$ cat config.mk
export PLATFORM = sky130hd
export DESIGN_NAME = dma_hold_ctrl
export DESIGN_NICKNAME = d
export VERILOG_FILES = /design/src/rtl/dma_hold_pkg.sv /design/src/rtl/dma_cfg_regs.sv /design/src/rtl/dma_walker.sv /design/src/rtl/dma_bus_seq.sv /design/src/rtl/dma_hold_ctrl.sv
export SDC_FILE = /design/constraint.sdc
export NUM_CORES = 1
export LEC_CHECK = 0
export BUFFER_PORTS_ARGS = -buffer_cell sky130_fd_sc_hd__buf_4
export CORE_MARGIN = 3
export CORE_UTILIZATION = 55
export CTS_BUF_LIST = sky130_fd_sc_hd__clkbuf_4
export DETAILED_ROUTE_END_ITERATION = 8
export GPL_TIMING_DRIVEN = 0
export PLACE_DENSITY = 0.84
export REMOVE_ABC_BUFFERS = 1
export SETUP_SLACK_MARGIN = 0.1
export SLEW_MARGIN = 30
export SYNTH_ARGS = -nofsm -noshare
export SYNTH_HDL_FRONTEND = slang
export SYNTH_SLANG_ARGS = --single-unit
$ cat constraint.sdc
create_clock -name clk -period 6.33 [get_ports clk]
set_input_delay 1.5825 -clock clk [delete_from_list [all_inputs] [get_ports clk]]
set_output_delay 1.5825 -clock clk [all_outputs]
set_load 0.01 [all_outputs]
$ cat src/rtl/dma_hold_pkg.sv
`timescale 1ns/1ps
package dma_hold_pkg;
  localparam logic [1:0] SEL_ADDR  = 2'd0;
  localparam logic [1:0] SEL_COUNT = 2'd1;
  localparam logic [1:0] SEL_CTRL  = 2'd2;
  localparam logic [1:0] SEL_CLEAR = 2'd3;

  localparam int CTRL_DIR  = 0;
  localparam int CTRL_MODE = 1;
  localparam int CTRL_GO   = 3;
  localparam int CTRL_W    = 4;

  localparam logic [1:0] MODE_BURST = 2'd0;
  localparam logic [1:0] MODE_STEAL = 2'd1;
  localparam logic [1:0] MODE_GLIDE = 2'd2;

  typedef enum logic [1:0] {
    ST_IDLE = 2'd0,
    ST_ASK  = 2'd1,
    ST_OWN  = 2'd2,
    ST_TAIL = 2'd3
  } seq_state_t;
endpackage

$ cat src/rtl/dma_cfg_regs.sv
`timescale 1ns/1ps
module dma_cfg_regs
  import dma_hold_pkg::*;
(
  input  logic              clk,
  input  logic              rst,
  input  logic              cfg_we,
  input  logic [1:0]        cfg_sel,
  input  logic [CTRL_W-1:0] cfg_ctrl,
  input  logic              done_set,
  output logic              load_addr,
  output logic              load_cnt,
  output logic              go,
  output logic              dir_q,
  output logic [1:0]        mode_q,
  output logic              irq_q
);
  logic clear_wr;

  assign load_addr = cfg_we && (cfg_sel == SEL_ADDR);
  assign load_cnt  = cfg_we && (cfg_sel == SEL_COUNT);
  assign go        = cfg_we && (cfg_sel == SEL_CTRL) && cfg_ctrl[CTRL_GO];
  assign clear_wr  = cfg_we && (cfg_sel == SEL_CLEAR) && cfg_ctrl[0];

  always_ff @(posedge clk) begin
    if (rst) begin
      dir_q  <= 1'b0;
      mode_q <= MODE_BURST;
      irq_q  <= 1'b0;
    end else begin
      if (cfg_we && (cfg_sel == SEL_CTRL)) begin
        dir_q  <= cfg_ctrl[CTRL_DIR];
        mode_q <= cfg_ctrl[CTRL_MODE +: 2];
      end
      if (done_set)
        irq_q <= 1'b1;
      else if (clear_wr)
        irq_q <= 1'b0;
    end
  end

  // the interrupt only falls on a clear write
  assert_irq_sticky_R9: assert property (@(posedge clk) disable iff (rst)
    (irq_q && !(cfg_we && cfg_sel == SEL_CLEAR && cfg_ctrl[0])) |=> irq_q);
endmodule

$ cat src/rtl/dma_walker.sv
`timescale 1ns/1ps
module dma_walker #(
  parameter int AW = 16,
  parameter int CW = 10
) (
  input  logic          clk,
  input  logic          rst,
  input  logic          load_addr,
  input  logic          load_cnt,
  input  logic [AW-1:0] addr_in,
  input  logic [CW-1:0] cnt_in,
  input  logic          step,
  output logic [AW-1:0] addr_q,
  output logic [CW-1:0] cnt_q,
  output logic          cnt_zero,
  output logic          cnt_last
);
  localparam logic [CW-1:0] CNT_ONE = CW'(1);

  always_ff @(posedge clk) begin
    if (rst) begin
      addr_q <= '0;
      cnt_q  <= '0;
    end else begin
      if (load_addr)
        addr_q <= addr_in;
      else if (step)
        addr_q <= addr_q + 1'b1;
      if (load_cnt)
        cnt_q <= cnt_in;
      else if (step)
        cnt_q <= cnt_q - 1'b1;
    end
  end

  assign cnt_zero = (cnt_q == '0);
  assign cnt_last = (cnt_q == CNT_ONE);

  // one word per step, the address walks up, the count walks down
  assert_walk_step_R3: assert property (@(posedge clk) disable iff (rst)
    (step && !load_addr && !load_cnt) |=>
      (addr_q == AW'($past(addr_q) + 1'b1)) && (cnt_q == CW'($past(cnt_q) - 1'b1)));
  assert_no_underflow_R3: assert property (@(posedge clk) disable iff (rst)
    step |-> !cnt_zero);
endmodule

$ cat src/rtl/dma_bus_seq.sv
`timescale 1ns/1ps
module dma_bus_seq
  import dma_hold_pkg::*;
#(
  parameter int AW = 16,
  parameter int DW = 16
) (
  input  logic          clk,
  input  logic          rst,
  input  logic          go,
  input  logic          dir,
  input  logic [1:0]    mode,
  input  logic [AW-1:0] addr_q,
  input  logic          cnt_zero,
  input  logic          cnt_last,
  input  logic          dreq,
  input  logic          hlda,
  input  logic          cpu_idle,
  input  logic [DW-1:0] per_wdata,
  input  logic [DW-1:0] mem_rdata,
  output logic          step,
  output logic          done,
  output logic          hold,
  output logic          dack,
  output logic [AW-1:0] mem_addr,
  output logic [DW-1:0] mem_wdata,
  output logic          mem_we,
  output logic          mem_re,
  output logic [DW-1:0] per_rdata,
  output logic          per_rvalid
);
  seq_state_t st_q, st_d;
  logic active_q;
  logic rd_pend_q;
  logic steal, glide, bus_ok, go_word;

  assign steal   = (mode == MODE_STEAL);
  assign glide   = (mode == MODE_GLIDE);
  assign bus_ok  = !glide || cpu_idle;
  assign go_word = (st_q == ST_OWN) && dreq && hlda && bus_ok && !cnt_zero;
  assign step    = go_word;
  assign done    = (go && cnt_zero) || ((st_q == ST_TAIL) && cnt_zero);
  assign hold    = (st_q != ST_IDLE);
  assign dack    = (st_q == ST_OWN) || (st_q == ST_TAIL);

  always_comb begin
    st_d = st_q;
    unique case (st_q)
      ST_IDLE: if (active_q && !cnt_zero && dreq && bus_ok) st_d = ST_ASK;
      ST_ASK:  if (hlda) st_d = ST_OWN;
      ST_OWN: begin
        if (go_word) begin
          if (cnt_last || steal) st_d = ST_TAIL;
        end else if ((steal || glide) && !dreq) begin
          st_d = ST_IDLE;
        end else if (glide && !cpu_idle) begin
          st_d = ST_IDLE;
        end
      end
      ST_TAIL: st_d = ST_IDLE;
      default: st_d = ST_IDLE;
    endcase
  end

  always_ff @(posedge clk) begin
    if (rst) begin
      st_q       <= ST_IDLE;
      active_q   <= 1'b0;
      mem_we     <= 1'b0;
      mem_re     <= 1'b0;
      mem_addr   <= '0;
      mem_wdata  <= '0;
      rd_pend_q  <= 1'b0;
      per_rvalid <= 1'b0;
      per_rdata  <= '0;
    end else begin
      st_q <= st_d;
      if (go && !cnt_zero)
        active_q <= 1'b1;
      else if ((st_q == ST_TAIL) && cnt_zero)
        active_q <= 1'b0;
      mem_we <= go_word && !dir;
      mem_re <= go_word && dir;
      if (go_word) begin
        mem_addr  <= addr_q;
        mem_wdata <= per_wdata;
      end
      rd_pend_q  <= mem_re;
      per_rvalid <= rd_pend_q;
      if (rd_pend_q)
        per_rdata <= mem_rdata;
    end
  end

  // the bus is driven only after the processor let go of it
  assert_strobe_owned_R2: assert property (@(posedge clk) disable iff (rst)
    (mem_we || mem_re) |-> (hold && dack && $past(hlda)));
  assert_dack_after_hlda_R2: assert property (@(posedge clk) disable iff (rst)
    $rose(dack) |-> $past(hlda));
  // one direction per cycle
  assert_one_dir_R4: assert property (@(posedge clk) disable iff (rst)
    !(mem_we && mem_re));
  // cycle steal hands the bus back after each word
  assert_steal_release_R6: assert property (@(posedge clk) disable iff (rst)
    ((mem_we || mem_re) && steal) |=> !dack);
  // transparent words only in processor-idle cycles
  assert_glide_idle_R7: assert property (@(posedge clk) disable iff (rst)
    ((mem_we || mem_re) && glide) |-> $past(cpu_idle));
  // no word without a request
  assert_need_dreq_R11: assert property (@(posedge clk) disable iff (rst)
    (mem_we || mem_re) |-> $past(dreq));
endmodule

$ cat src/rtl/dma_hold_ctrl.sv
`timescale 1ns/1ps
module dma_hold_ctrl
  import dma_hold_pkg::*;
#(
  parameter int AW    = 16,
  parameter int CW    = 10,
  parameter int DW    = 16,
  parameter int REG_W = 16
) (
  input  logic             clk,
  input  logic             rst,
  input  logic             cfg_we,
  input  logic [1:0]       cfg_sel,
  input  logic [REG_W-1:0] cfg_wdata,
  input  logic             dreq,
  output logic             dack,
  input  logic [DW-1:0]    per_wdata,
  output logic [DW-1:0]    per_rdata,
  output logic             per_rvalid,
  output logic             hold,
  input  logic             hlda,
  input  logic             cpu_idle,
  output logic [AW-1:0]    mem_addr,
  output logic [DW-1:0]    mem_wdata,
  output logic             mem_we,
  output logic             mem_re,
  input  logic [DW-1:0]    mem_rdata,
  output logic             irq
);
  logic          load_addr, load_cnt, go, dir_q, done, step;
  logic [1:0]    mode_q;
  logic [AW-1:0] addr_q;
  logic [CW-1:0] cnt_q;
  logic          cnt_zero, cnt_last;

  dma_cfg_regs u_regs (
    .clk(clk), .rst(rst), .cfg_we(cfg_we), .cfg_sel(cfg_sel),
    .cfg_ctrl(cfg_wdata[CTRL_W-1:0]), .done_set(done),
    .load_addr(load_addr), .load_cnt(load_cnt), .go(go),
    .dir_q(dir_q), .mode_q(mode_q), .irq_q(irq)
  );

  dma_walker #(.AW(AW), .CW(CW)) u_walk (
    .clk(clk), .rst(rst), .load_addr(load_addr), .load_cnt(load_cnt),
    .addr_in(cfg_wdata[AW-1:0]), .cnt_in(cfg_wdata[CW-1:0]), .step(step),
    .addr_q(addr_q), .cnt_q(cnt_q), .cnt_zero(cnt_zero), .cnt_last(cnt_last)
  );

  dma_bus_seq #(.AW(AW), .DW(DW)) u_seq (
    .clk(clk), .rst(rst), .go(go), .dir(dir_q), .mode(mode_q),
    .addr_q(addr_q), .cnt_zero(cnt_zero), .cnt_last(cnt_last),
    .dreq(dreq), .hlda(hlda), .cpu_idle(cpu_idle), .per_wdata(per_wdata),
    .mem_rdata(mem_rdata), .step(step), .done(done), .hold(hold), .dack(dack),
    .mem_addr(mem_addr), .mem_wdata(mem_wdata), .mem_we(mem_we), .mem_re(mem_re),
    .per_rdata(per_rdata), .per_rvalid(per_rvalid)
  );

  // the interrupt appears with the bus already returned
  assert_irq_bus_free_R8: assert property (@(posedge clk) disable iff (rst)
    $rose(irq) |-> !hold);
  // an empty block completes at once
  assert_zero_count_R10: assert property (@(posedge clk) disable iff (rst)
    (go && cnt_zero) |=> (irq && !hold));
endmodule

==> results_dict.tcl <==
set metrics [dict create \
    cts_hold_buf 0 \
    setup_viol 0 \
    cp.required_ns 6.58 \
    worstHoldPathType "flip-flop to flip-flop" \
    syn_inst 429 \
    drt_drc_violations_left 0 \
    synth_seq_cells 85 \
    ys_seq_area_share_pct 46.2 \
    worst_pin_slew_ns 0.925 \
    final_area_sq_mm 0.00466 \
    post_drt_wl_per_cell_um 14.4 \
    async_reset_ff_share_pct 0 \
    powerDensity_mw_per_mm2 212 \
    hpwlAfterDp_um 6000 \
    area_delta_synth_final_pct 26.6 \
    fillCellCount 498 \
    dieWidth_um 87.8 \
    worstHoldStart "u_seq.mem_wdata[9]" \
    clock_sinks 85 \
    grt.busiest_layer "met2" \
    nets 581 \
    pin_count 110 \
    fin_worst_skew_ns 0.0103 \
    synth_cell_types 46 \
    h-tree-depth 3 \
    path_clk_slew_ns 0.12 \
    maxCapViolCount 0 \
    yosysWarningCount 0 \
    clockRootBuffer "clkbuf_4" \
    place_ws_ns 2.63 \
    crit_start "hlda" \
    multi_input_area_sq_mm 0.00184 \
    place_area_sq_mm 0.00449 \
    via_count 3270 \
    portBuffers 109 \
    vdd_drop_max_v 0.000126 \
    layout.cells.non_filler 601 \
    synthesis.area_sq_mm 0.00368 \
    period_minus_slack_ns 3.38 \
    utilization_pct 72.5 \
    clockBufferDepth 2 \
    final_cell_mix "109 x buf_4, 85 x dfxtp_1, 77 x nand2_1" \
    die-area_sq_mm 0.00771 \
    rsz0062_at_grt "false" \
    fp.coreArea_sq_mm 0.00642 \
    final-max-slew-violation-count 0 \
    dp.cells 586 \
    fp-row-count 29 \
    slew-limit-headroom_pct 37.9 \
    grt.overflow.total 0 \
    synth_flop_cell "dfxtp_1" \
    fmax_mhz 296 \
    regArea_sq_mm 0.00170 \
    drt-total-wl_um 8640 \
    routed_via_density 5.44 \
    setup.reg_to_reg.worst_slack_ns 3.38 \
    ant_nets 0 \
    gr-usage-met2_pct 36.0 \
    cts_tree "built" \
    drive_above_1_share_pct 26.1 \
    cts_resized 0 \
    numCtsBuffers 9 \
    p_leak_nw 1.78 \
    start_util_pct 57.3 \
    hold_viol_final 0 \
    drtIter0Drc 134 \
    finalCritPeriodShare_pct 53.4 \
    n_antenna_cell 0 \
    antenna_found_initial 0 \
    globalplace.congestion 0.840 \
    outcome "finished clean" \
    grt_pass1_wl_um 13100 \
    clk_latency_ns 0.42 \
    met1_usage_pct 27.7 \
    postCtsSetupBuffers 0 \
    die_y_um 87.8 \
    met3_usage_pct 4.52 \
    reg2reg_from "u_walk.cnt_q[0]" \
    firstDrtPassIters 4 \
    reg2reg_to "u_walk.cnt_q[3]" \
    path_class "primary input to flip-flop" \
    worst_ep_arrival_time_ns 3.63 \
    worstHoldEndpoint "u_seq.mem_wdata[9]" \
    reg2reg_depth 7 \
    layout_commonest_cell "buf_4" \
    cp-end-kind "flip-flop" \
    hold_depth 2 \
    track_usage_pct 21.6 \
    crit_path_start_kind "primary input" \
    crit_fanout 40 \
    grt_start_max_net_pins 90 \
    syn_area_per_cell_sq_um 8.58 \
    first_global_vias 2880 \
    tns_ns 0 \
    synth-edff-count 0 \
    fin_ws_ns 2.95 \
]
[flip-flops by register name, indices dropped and copies added (netlist names)]
signal and count:
u_seq.mem_addr 16, u_seq.mem_wdata 16, u_seq.per_rdata 16, u_walk.addr_q 16
u_walk.cnt_q 10, u_regs.mode_q 2, u_seq.st_q 2, u_regs.dir_q 1
u_regs.irq_q 1, u_seq.active_q 1, u_seq.mem_re 1, u_seq.mem_we 1
u_seq.per_rvalid 1, u_seq.rd_pend_q 1
[worst max-delay path, stage by stage]
cell and delay [ns]:
buf_4 0.10, nand2_1 0.12, nor3_1 0.57, nand2_2 0.61, o41ai_1 0.49, a311oi_1 0.16
[worst max-delay path by stage]
stage / slack [ns] / end / cells past startpoint
after floorplan: 2.96 / u_walk.addr_q[1] / 5
after global placement: 2.29 / u_walk.cnt_q[0] / 6
after CTS: 3.01 / u_walk.cnt_q[3] / 6
final: 2.95 / u_walk.cnt_q[3] / 6
after detailed placement: 2.63 / u_walk.cnt_q[3] / 6
after global routing: 2.89 / u_walk.cnt_q[3] / 6
[Yosys cell counts (2+ instances only)]
library cell	instances	area [sq um]
a211oi_1	20	150
a21oi_1	36	180
a311oi_1	2	17.5
a311oi_2	2	30.0
and3_1	3	18.8
and4_1	3	26.3
buf_1	2	7.51
buf_2	4	20.0
buf_6	2	22.5
clkbuf_1	22	82.6
dfxtp_1	85	1700
ha_1	5	62.6
inv_1	5	18.8
mux2_2	2	22.5
mux2i_1	19	190
nand2_1	77	289
nand2b_1	4	25.0
nand3_1	8	40.0
nand4_1	7	43.8
nor2_1	51	191
nor2b_1	5	31.3
nor3_1	10	50.1
nor3b_1	4	30.0
nor4_1	5	31.3
nor4b_1	3	26.3
o31ai_1	2	15.0
or3_1	2	12.5
or4_4	2	22.5
xnor2_1	12	105
xor2_1	9	78.8
[cell type report]
cell class                      count  share of cell area (%)
Timing Repair Buffer              110                    18.2
Clock buffer                       11                    1.77
Sequential cell                    85                    36.5
Clock inverter                      4                    1.59
Inverter                            5                   0.403
Multi-Input combinational cell    309                    39.5
Tap cell                           77                    2.07
[metal layers]
metal  routed length [um]  vias to the layer above
met3                  632                        8
li1                     -                     1665
met2                 4030                      119
met5                    0                        -
met4                   85                        0
met1                 3890                     1478
[through the flow]
step                power (mW)  hold slack (ns)
floorplan                0.608            0.411
detailed placement       0.659            0.447
CTS                      0.997            0.465
global placement         0.656            0.443
global route              1.03            0.484
finish                   0.988            0.463
[where the power goes]
part,leakage [nW],switching (mW),internal [mW]
clock network,0.0869,0.172,0.167
logic,1.01,0.0491,0.0438
registers,0.688,0.0115,0.544
total,1.78,0.232,0.756
[kinds of logic (layout without fill, tap and decap cells)]
kind of cell             Yosys count  count (layout)  share of synthesized area (%)
AO/OA/AOI/OAI                     69              69                           12.2
XOR/XNOR                          21              21                           5.00
adder cells (fa/ha/maj)            5               5                           1.70
buffers and inverters             35             130                           4.11
flip-flops                        85              85                           46.2
multiplexers                      21              21                           5.78
AND/OR/NAND/NOR                  193             193                           25.0
Power figures use the tool's default switching activity.
